<file path="src/rtl/cpwm_pkg.sv">
package cpwm_pkg;

    typedef enum logic {
        DIR_UP   = 1'b0,
        DIR_DOWN = 1'b1
    } cnt_dir_e;

    typedef enum logic [1:0] {
        OUT_GAP  = 2'd0,
        OUT_HIGH = 2'd1,
        OUT_LOW  = 2'd2
    } out_state_e;

    typedef enum logic {
        SOC_ARMED = 1'b0,
        SOC_SPENT = 1'b1
    } soc_state_e;

endpackage

</file>
<file path="src/rtl/cpwm_counter.sv">
module cpwm_counter #(
    parameter int CW = 16
) (
    input  logic          clk,
    input  logic          rst_n,
    input  logic [CW-1:0] period_i,
    output logic [CW-1:0] cnt_o,
    output logic          dir_down_o,
    output logic          at_zero_o,
    output logic          wrap_o
);
    import cpwm_pkg::*;

    localparam logic [CW-1:0] ONE  = CW'(1);
    localparam logic [CW-1:0] ZERO = '0;

    cnt_dir_e      state_q, state_d;
    logic [CW-1:0] cnt_q, cnt_d;

    // next-state and next-count
    always_comb begin
        state_d = state_q;
        cnt_d   = cnt_q;
        unique case (state_q)
            DIR_UP: begin
                if (cnt_q >= period_i) begin
                    state_d = DIR_DOWN;                       // turn_down
                    cnt_d   = (cnt_q == ZERO) ? ZERO : cnt_q - ONE;
                end else begin
                    cnt_d = cnt_q + ONE;
                end
            end
            DIR_DOWN: begin
                if (cnt_q == ZERO) begin
                    state_d = DIR_UP;                         // turn_up
                    cnt_d   = (period_i == ZERO) ? ZERO : ONE;
                end else begin
                    cnt_d = cnt_q - ONE;
                end
            end
            default: begin
                state_d = DIR_UP;
                cnt_d   = ZERO;
            end
        endcase
    end

    // state register
    always_ff @(posedge clk or negedge rst_n) begin
        if (!rst_n) begin
            state_q <= DIR_UP;
            cnt_q   <= ZERO;
        end else begin
            state_q <= state_d;
            cnt_q   <= cnt_d;
        end
    end

    // outputs
    always_comb begin
        cnt_o      = cnt_q;
        dir_down_o = (state_q == DIR_DOWN);
        at_zero_o  = (cnt_q == ZERO);
        wrap_o     = (state_q == DIR_DOWN) && (cnt_q == ZERO);
    end

endmodule

</file>
<file path="src/rtl/cpwm_cmp_shadow.sv">
module cpwm_cmp_shadow #(
    parameter int W = 16
) (
    input  logic         clk,
    input  logic         rst_n,
    input  logic         wr_i,
    input  logic [W-1:0] wdata_i,
    input  logic         shadow_en_i,
    input  logic         load_i,
    output logic [W-1:0] pend_o,
    output logic [W-1:0] act_o
);
    logic [W-1:0] pend_q;
    logic [W-1:0] act_q;

    always_ff @(posedge clk or negedge rst_n) begin
        if (!rst_n) begin
            pend_q <= '0;
        end else if (wr_i) begin
            pend_q <= wdata_i;
        end
    end

    always_ff @(posedge clk or negedge rst_n) begin
        if (!rst_n) begin
            act_q <= '0;
        end else if (!shadow_en_i && wr_i) begin
            act_q <= wdata_i;
        end else if (shadow_en_i && load_i) begin
            act_q <= pend_q;
        end
    end

    assign pend_o = pend_q;
    assign act_o  = act_q;

endmodule

</file>
<file path="src/rtl/cpwm_deadband.sv">
module cpwm_deadband #(
    parameter int DBW = 8
) (
    input  logic           clk,
    input  logic           rst_n,
    input  logic           raw_i,
    input  logic [DBW-1:0] fed_i,
    output logic           hi_o,
    output logic           lo_o
);
    import cpwm_pkg::*;

    localparam logic [DBW-1:0] GONE = DBW'(1);

    out_state_e     state_q, state_d;
    logic [DBW-1:0] gcnt_q, gcnt_d;

    always_comb begin
        state_d = state_q;
        gcnt_d  = gcnt_q;
        unique case (state_q)
            OUT_HIGH: begin
                if (!raw_i) begin
                    if (fed_i == '0) begin
                        state_d = OUT_LOW;                    // hi_off_direct
                    end else begin
                        state_d = OUT_GAP;                    // hi_off_gap
                        gcnt_d  = GONE;
                    end
                end
            end
            OUT_GAP: begin
                if (raw_i) begin
                    state_d = OUT_HIGH;                       // gap_abort
                end else if (gcnt_q >= fed_i) begin
                    state_d = OUT_LOW;                        // gap_done
                end else begin
                    gcnt_d = gcnt_q + GONE;
                end
            end
            OUT_LOW: begin
                if (raw_i) begin
                    state_d = OUT_HIGH;                       // lo_off
                end
            end
            default: begin
                state_d = OUT_GAP;
                gcnt_d  = '0;
            end
        endcase
    end

    always_ff @(posedge clk or negedge rst_n) begin
        if (!rst_n) begin
            state_q <= OUT_GAP;
            gcnt_q  <= '0;
        end else begin
            state_q <= state_d;
            gcnt_q  <= gcnt_d;
        end
    end

    always_comb begin
        hi_o = (state_q == OUT_HIGH);
        lo_o = (state_q == OUT_LOW);
    end

endmodule

</file>
<file path="src/rtl/cpwm_soc_gen.sv">
module cpwm_soc_gen #(
    parameter int CW = 16
) (
    input  logic          clk,
    input  logic          rst_n,
    input  logic [CW-1:0] cnt_i,
    input  logic [CW-1:0] cmpb_i,
    input  logic          dir_down_i,
    input  logic          wrap_i,
    input  logic          down_sel_i,
    output logic          soc_o
);
    import cpwm_pkg::*;

    soc_state_e state_q, state_d;
    logic       match;
    logic       fire;
    logic       soc_q;

    always_comb begin
        match = (cnt_i == cmpb_i) && (down_sel_i ? dir_down_i : !dir_down_i);
        fire  = match && (state_q == SOC_ARMED);
    end

    always_comb begin
        state_d = state_q;
        unique case (state_q)
            SOC_ARMED: begin
                if (wrap_i)    state_d = SOC_ARMED;
                else if (fire) state_d = SOC_SPENT;           // fire
            end
            SOC_SPENT: begin
                if (wrap_i)    state_d = SOC_ARMED;           // rearm
            end
            default:           state_d = SOC_ARMED;
        endcase
    end

    always_ff @(posedge clk or negedge rst_n) begin
        if (!rst_n) begin
            state_q <= SOC_ARMED;
            soc_q   <= 1'b0;
        end else begin
            state_q <= state_d;
            soc_q   <= fire;
        end
    end

    assign soc_o = soc_q;

endmodule

</file>
<file path="src/rtl/cpwm_channel.sv">
module cpwm_channel #(
    parameter int CW  = 16,
    parameter int DBW = 8
) (
    input  logic           clk,
    input  logic           rst_n,
    input  logic [CW-1:0]  period_i,
    input  logic           cmpa_wr_i,
    input  logic [CW-1:0]  cmpa_wdata_i,
    input  logic           cmpb_wr_i,
    input  logic [CW-1:0]  cmpb_wdata_i,
    input  logic           shadow_en_i,
    input  logic           soc_down_sel_i,
    input  logic [DBW-1:0] fed_count_i,
    output logic           pwm_hi_o,
    output logic           pwm_lo_o,
    output logic           soc_o,
    output logic [CW-1:0]  cmpa_pend_o,
    output logic [CW-1:0]  cmpa_mirror_o
);
    localparam int NCMP = 2;

    logic [CW-1:0] cnt_w;
    logic          dir_down_w;
    logic          at_zero_w;
    logic          wrap_w;
    logic          raw_w;

    logic          cmp_wr   [NCMP];
    logic [CW-1:0] cmp_wd   [NCMP];
    logic [CW-1:0] cmp_pend [NCMP];
    logic [CW-1:0] cmp_act  [NCMP];

    assign cmp_wr[0] = cmpa_wr_i;
    assign cmp_wd[0] = cmpa_wdata_i;
    assign cmp_wr[1] = cmpb_wr_i;
    assign cmp_wd[1] = cmpb_wdata_i;

    cpwm_counter #(.CW(CW)) cnt_i (
        .clk        (clk),
        .rst_n      (rst_n),
        .period_i   (period_i),
        .cnt_o      (cnt_w),
        .dir_down_o (dir_down_w),
        .at_zero_o  (at_zero_w),
        .wrap_o     (wrap_w)
    );

    for (genvar g = 0; g < NCMP; g++) begin : g_cmp
        cpwm_cmp_shadow #(.W(CW)) shd_i (
            .clk         (clk),
            .rst_n       (rst_n),
            .wr_i        (cmp_wr[g]),
            .wdata_i     (cmp_wd[g]),
            .shadow_en_i (shadow_en_i),
            .load_i      (at_zero_w),
            .pend_o      (cmp_pend[g]),
            .act_o       (cmp_act[g])
        );
    end

    assign raw_w = (cnt_w < cmp_act[0]);

    cpwm_deadband #(.DBW(DBW)) db_i (
        .clk   (clk),
        .rst_n (rst_n),
        .raw_i (raw_w),
        .fed_i (fed_count_i),
        .hi_o  (pwm_hi_o),
        .lo_o  (pwm_lo_o)
    );

    cpwm_soc_gen #(.CW(CW)) soc_i (
        .clk        (clk),
        .rst_n      (rst_n),
        .cnt_i      (cnt_w),
        .cmpb_i     (cmp_act[1]),
        .dir_down_i (dir_down_w),
        .wrap_i     (wrap_w),
        .down_sel_i (soc_down_sel_i),
        .soc_o      (soc_o)
    );

    assign cmpa_pend_o   = cmp_pend[0];
    assign cmpa_mirror_o = cmp_act[0];

endmodule

</file>
<file path="config.mk">
export PLATFORM = sky130hd
export DESIGN_NAME = cpwm_channel
export DESIGN_NICKNAME = d
export VERILOG_FILES = /design/src/rtl/cpwm_pkg.sv /design/src/rtl/cpwm_counter.sv /design/src/rtl/cpwm_cmp_shadow.sv /design/src/rtl/cpwm_deadband.sv /design/src/rtl/cpwm_soc_gen.sv /design/src/rtl/cpwm_channel.sv
export SDC_FILE = /design/constraint.sdc
export NUM_CORES = 1
export LEC_CHECK = 0
export BUFFER_PORTS_ARGS = -buffer_cell sky130_fd_sc_hd__buf_2
export CAP_MARGIN = 10
export CORE_MARGIN = 2
export CORE_UTILIZATION = 26
export CTS_BUF_LIST = sky130_fd_sc_hd__clkbuf_2
export CTS_CLUSTER_SIZE = 8
export DETAILED_ROUTE_END_ITERATION = 6
export SETUP_SLACK_MARGIN = 0.05
export SYNTH_ARGS = -nofsm -noshare
export SYNTH_HDL_FRONTEND = slang
export SYNTH_SLANG_ARGS = --single-unit
</file>
<file path="constraint.sdc">
create_clock -name clk -period 2.8 [get_ports clk]
set_input_delay 0.56 -clock clk [delete_from_list [all_inputs] [get_ports clk]]
set_output_delay 0.56 -clock clk [all_outputs]
set_load 0.03 [all_outputs]
</file>
* Yosys cells after proc, flatten, opt, wreduce, memory -nomap -nowiden *
Cells that the tools add are included.

word-level totals
  register bits = 93
  bits in latches = 0
  logic and storage cells = 72
  output and inout bits = 35
  ROM bits = 0
  input port bits = 62
  memory bits (writable) = 0
  memories kept = 0

operators by class
  eq/ne operators = 9
  add/subtract/negate cells = 3
  bitwise operators = 3
  multiplexer cells = 28
  div/mod/pow operators = 0
  order comparisons = 3
  $mul = 0
  shift-type cells = 0
  reductions and logical operators = 16

operators with widths
  kind                                                                   number
  16-bit 2-to-1 mux                                                      7
  16-bit zero test                                                       2
  8-bit 2-to-1 mux                                                       4
  16-bit one-hot mux with 2 select lines                                 1
  8-bit one-hot mux with 3 select lines                                  1
  16-bit by 1-bit adder with 16-bit output (second input constant)       1
  16-bit equality test                                                   1
  16-bit greater-or-equal comparator                                     1
  16-bit < comparator                                                    1
  16-bit by 1-bit subtractor with 16-bit output (second input constant)  1
  2-bit 2-to-1 mux                                                       5
  8-bit by 1-bit adder with 8-bit output (second input constant)         1
  8-bit greater-or-equal comparator                                      1
  8-bit zero test                                                        1
  2-bit != test (second input constant)                                  4
  1-bit 2-to-1 mux                                                       7
  1-bit logical AND                                                      6
  2-bit one-hot mux with 3 select lines                                  1
  5-bit AND reduction                                                    1
  1-bit one-hot mux with 2 select lines                                  2
  2-bit nonzero test                                                     2
  3-bit by 1-bit != test with 1-bit output (second input constant)       1
  1-bit inverter                                                         3
  3-bit AND reduction                                                    1
  other kinds (5)                                                        6

* Longest topological paths before layout *
  depth in word-level cells = 7
  depth in mapped cells = 10
  mapped depth without buffers = 8

* Cells and area by module *
Synthesis repeated with hierarchy kept, for this count alone.

second synthesis, totals
  cells, all modules = 609
  area, all modules = 6471.2 sq um

modules (own cells, without submodules)
  module           times used  area an instance (sq um)  cells an instance  seq. area each (sq um)
  cpwm_cmp_shadow  2           1612.8                    104                800.8
  cpwm_counter     1           1710.4                    219                425.4
  cpwm_deadband    1           899.6                     102                250.2
  cpwm_channel     1           375.4                     52                 0.0
  cpwm_soc_gen     1           260.2                     28                 50.0

* Worst setup path after synthesis *
OpenSTA, ideal clock, no wires.

  kind = in2reg
  start = input port period_i[5]
  end = register cnt_i.cnt_q[10], in the netlist cnt_i.cnt_o[10]
  library setup time = 79 ps
  slack = 251 ps
  path buffers = 1
  data required time = 2721 ps
  data arrival time = 2470 ps
  stages = 9
  path through = inv_1 -> ha_1 -> o21a_1 -> o211ai_1 -> a211oi_1 -> a21o_1 -> buf_2 -> mux2_2 -> mux2i_1

on the way
  word-level cells in the longest chain between the ends = 3

RTL lines
  item                                    RTL line            RTL
  from (decl)                             cpwm_channel.sv:7   input logic [CW-1:0] period_i,
  16-bit greater-or-equal comparator      cpwm_counter.sv:26  if (cnt_q >= period_i) begin
  16-bit 2-to-1 mux                       cpwm_counter.sv:26
  16-bit one-hot mux with 2 select lines  cpwm_counter.sv:24  unique case (state_q)
  via cnt_i.cnt_d[10]                     cpwm_counter.sv:18  logic [CW-1:0] cnt_q, cnt_d;
  to (signal assigned)                    cpwm_counter.sv:55  cnt_q <= cnt_d;
  to (decl)                               cpwm_counter.sv:18

The timed path passes the listed nets, and every way through them passes these cells.
A chain may end at the register's enable or synchronous reset.

* Worst setup path in the final report *
  start = register cnt_i.cnt_q[6], in the netlist cnt_i.cnt_o[6]
  end = register db_i.gcnt_q[5]

on the way
  word-level cells in the longest chain between the ends = 3
  elaborated cells between the ends (all ways) = 4
  those cells by class = 1 x order compare; 2 x eq/ne; 1 x reduce/logical

RTL lines
  item                                    RTL line             RTL
  16-bit < comparator *                   cpwm_channel.sv:62   assign raw_w = (cnt_w < cmp_act[0]);
  2-bit != test (no source line)          -
  5-bit AND reduction (no source line) *  -
  to (signal assigned)                    cpwm_deadband.sv:59  gcnt_q <= gcnt_d;
  to (decl)                               cpwm_deadband.sv:16  logic [DBW-1:0] gcnt_q, gcnt_d;

Mark *: on every way between the ends. The rest lies on a longest branch, timed or not.

==> impl_summary.log <==
INFO  metric met1Wirelength = between 8000 and 9000 um
INFO  metric ant_nets = 0
INFO  metric h_tree_depth_reported_by_cts = 3
INFO  metric worst_setup_hold_path_clk_slew = roughly 0.34 ns
INFO  metric clkSinkCount = 93
INFO  metric netlist_top_cells_area = dfrtp_1 (38%), ha_1 (8.7%), nand2_1 (5.7%), mux2_2 (4.0%), buf_4 (3.9%)
INFO  metric synth_top_cell_area_share = between 30% and 40%
INFO  metric vias = 5253
INFO  metric layout.cells.most_common_list = buf_2 (95), nand2_1 (94), dfrtp_1 (90)
INFO  metric syn-instance-count = roughly 700
INFO  metric synth_area_leader = dfrtp_1
INFO  metric min_period_over_period = 94.3%
INFO  metric top_layer = met4
INFO  metric drt-pass1-iter-count = 5
INFO  metric total_leakage_power = 3.27 nW
INFO  metric drcViolationCount = 0
INFO  metric timing.max_slew.rel_slack = roughly 40%
INFO  metric most_used_flip_flop_cell_after_synthesis = dfrtp_1
INFO  metric vias_in_the_first_global_route = between 5000 and 6000
INFO  metric cp.buffers_inverters = 0
INFO  metric initial_util = about a quarter
INFO  metric rows = 56
INFO  metric final_critical_path_setup_slack = 0.160 ns
INFO  metric drt_first_iter_violations = 283
INFO  metric cts-root-to-sink-buffers = 2
INFO  metric groute.usage.overall = ~14%
INFO  metric pin_count_of_the_biggest_net_entering_global_routing = 65
INFO  metric fin_worst_skew = roughly 0.071 ns
INFO  metric number_of_max_cap_violations = 0
INFO  metric critPathRequiredTime = 3.41 ns
INFO  metric cts_root_buffer = clkbuf_2
INFO  metric syn-mean-instance-area = roughly 8.9 um^2
INFO  metric nFillCells = 2487
INFO  metric synth-async-reset-ratio = 100%
INFO  metric final_layout_size_suffix_gt1_share = approximately 23%
INFO  metric cp_top_family = simple AND/OR/NAND/NOR gates
INFO  metric critPathArrivalTime = about 3.3 ns
INFO  metric total_power = roughly 4.0 mW
INFO  metric synth.distinct_cells = 58
INFO  metric clkLatencyLatePin = approximately 0.66 ns
INFO  metric chipHeight = about 160 um
INFO  metric slew_violations = 0
INFO  metric cts_tree = yes
INFO  metric viasPerCell = 4.83
INFO  metric cts_buffer_count = 9
INFO  metric detailedPlacementHpwl = about 12000 um
INFO  metric core_area = 0.0234 mm^2
INFO  metric setup_violations = 0
INFO  metric crit_path_max_fanout = 9
INFO  metric place_ws = ~0.098 ns
INFO  metric share_of_the_yosys_chip_area_belonging_to_registers = 37.6%
INFO  metric period_needed = 2.64 ns
INFO  metric ioPinCount = between 90 and 100
INFO  metric route.met3.wl = 872 um
INFO  metric routedWlPerCell = about 15 um
INFO  metric grt_first_pass_wirelength = between 20000 and 30000 um
INFO  metric path_class = reg -> reg
INFO  metric design.final.nets = just under 900
INFO  metric critPathSlowestCell = dfrtp_1
INFO  metric place.port_buffers = 96
INFO  metric final-hold-violation-count = 0
INFO  metric power_per_cell_area = roughly 560 mW/mm^2
INFO  metric max_slew.worst_pin.slew = approximately 0.89 ns
INFO  metric worst_setup_path_start_kind = flop
INFO  metric max_freq = about 0.38 GHz
INFO  metric floorplan.die_area = 0.0251 mm^2
INFO  metric vdd_ir_drop_max = 0.000314 V
INFO  metric status = finished clean
INFO  metric synthToLayoutAreaGrowth = 14.4%
INFO  metric timing.critical_path.slowest_cell_delay = a little over 0.6 ns
INFO  metric hold_path_class = in -> reg
INFO  metric synth_seq_cells = 93
INFO  metric gp_routability_congestion = roughly 0.87
INFO  metric capturing_element_type_of_the_critical_path = flop
INFO  metric yosys_warnings = 0
INFO  metric synth_edf_count = 0
INFO  metric grt_overflow_total = 0
INFO  metric chip_width = between 150 and 200 um
INFO  metric totalNegativeSetupSlack = 0 ns
INFO  metric postRouteWirelength = roughly 17000 um
INFO  metric critical_path.cell_chain = ha_1 > and4_1 > o21ai_0 > or4_1 > o211a_1 > or4b_1 > nand3_1
INFO  metric grt_setup_unrepaired = false
INFO  metric final_common_cell = buf_2
INFO  metric post_synth_instance_area = ~0.0062 mm^2
INFO  metric wl_met2 = approximately 7400 um
INFO  metric grt_antenna_before_repair = 1
INFO  metric synthesis.nets = roughly 800
## through the flow
| stage | std cells | area (um^2) | hold slack (ns) | util, % |
|---|---|---|---|---|
| after floorplan | 699 | 6190 | 0.264 | - |
| after global placement | 1068 | 6920 | 0.434 | 29.6 |
| after global routing | 1088 | 7090 | 0.0301 | 30.3 |
| after detailed placement | 1068 | 6920 | 0.432 | 29.6 |
| after CTS | 1085 | 7060 | 0.0624 | 30.2 |
| final | 1088 | 7090 | 0.110 | 30.3 |
## layer usage
layer	vias to the layer above	global-route usage, %
li1	2587	-
met2	145	21.2
met4	0	3.69
met3	17	2.89
met5	-	0
met1	2504	19.8
## sequential cells by signal (all words and copies together), names as in the netlist
name                flops
db_i.gcnt_q             8
cnt_i.cnt_o            16
soc_i.soc_o             1
g_cmp.shd_i.pend_o     32
soc_i.state_q           1
db_i.state_q            2
cnt_i.dir_down_o        1
g_cmp.shd_i.act_o      32
## Yosys cell counts, drive strengths merged, types with 5 or more instances
library cell and count:
and2 5, nor3 12, and3 7, nand3 33, nor2 19, nand4 10, mux2i 14, or3 7
ha 43, o21ai 27, inv 58, and4 6, a211oi 25, nand2 94, nor4 9, dfrtp 93
nor2b 16, mux2 22, o211ai 18, a31oi 30, xnor2 13, a21oi 16, clkbuf 33, buf 41
## cell type report
type                       count  area, um^2  area share, %
multi-input combinational    474        3240           45.7
sequential                    93        2330           32.9
timing repair buffer         127         768           10.8
tap                          319         399           5.63
inverter                      58         218           3.07
clock inverter                 7        86.3           1.22
clock buffer                   9        45.0          0.635
antenna                        1        2.50         0.0353
## cells by family after synthesis
| family | synth area share [%] |
|---|---|
| compound gates | 16.3 |
| flops | 37.6 |
| fa+ha+maj | 8.69 |
| xor+xnor | 2.40 |
| buf+inv | 10.2 |
| mux | 6.26 |
| simple gates | 18.5 |
## power by group
| part | switching [mW] | internal (mW) | total [mW] |
|---|---|---|---|
| Sequential | 0.309 | 1.55 | 1.85 |
| Combinational | 0.802 | 0.591 | 1.39 |
| Clock | 0.579 | 0.158 | 0.737 |
| Total | 1.69 | 2.29 | 3.98 |
## repair_timing
action,4_1_cts,5_1_grt
gates resized for setup,0,4
hold buffers,1,0
hold endpoints to repair,41,0
setup endpoints to repair,0,16
buffers inserted,0,2
## path summary, 6_finish.rpt
path | end | slack, ns | cells past startpoint | start
max in group asynchronous | g_cmp[0].shd_i.act_o[9]$_DFFE_PN0P_ | 1.64 | 3 | rst_n
min in group asynchronous | db_i.gcnt_q[5]$_DFFE_PN0P_ | 0.40 | 2 | rst_n
worst max register to register | db_i.gcnt_q[5]$_DFFE_PN0P_ | 0.16 | 7 | cnt_i.cnt_o[6]$_DFF_PN0_
worst max-delay path | db_i.gcnt_q[5]$_DFFE_PN0P_ | 0.16 | 7 | cnt_i.cnt_o[6]$_DFF_PN0_
worst min register to register | soc_i.soc_o$_DFF_PN0_ | 0.46 | 1 | soc_i.state_q$_DFF_PN0_
worst min-delay path | g_cmp[1].shd_i.pend_o[0]$_DFFE_PN0P_ | 0.11 | 2 | cmpb_wdata_i[0]
## worst register-to-register path: cells and delay by family (launching register included)
kind	cells	cell delay [ns]
AND/OR/NAND/NOR	4	1.29
flip-flops	1	0.62
adder cells (fa/ha/maj)	1	0.38
AO/OA/AOI/OAI	2	0.33
No activity file was read; power rests on OpenSTA's default activity.
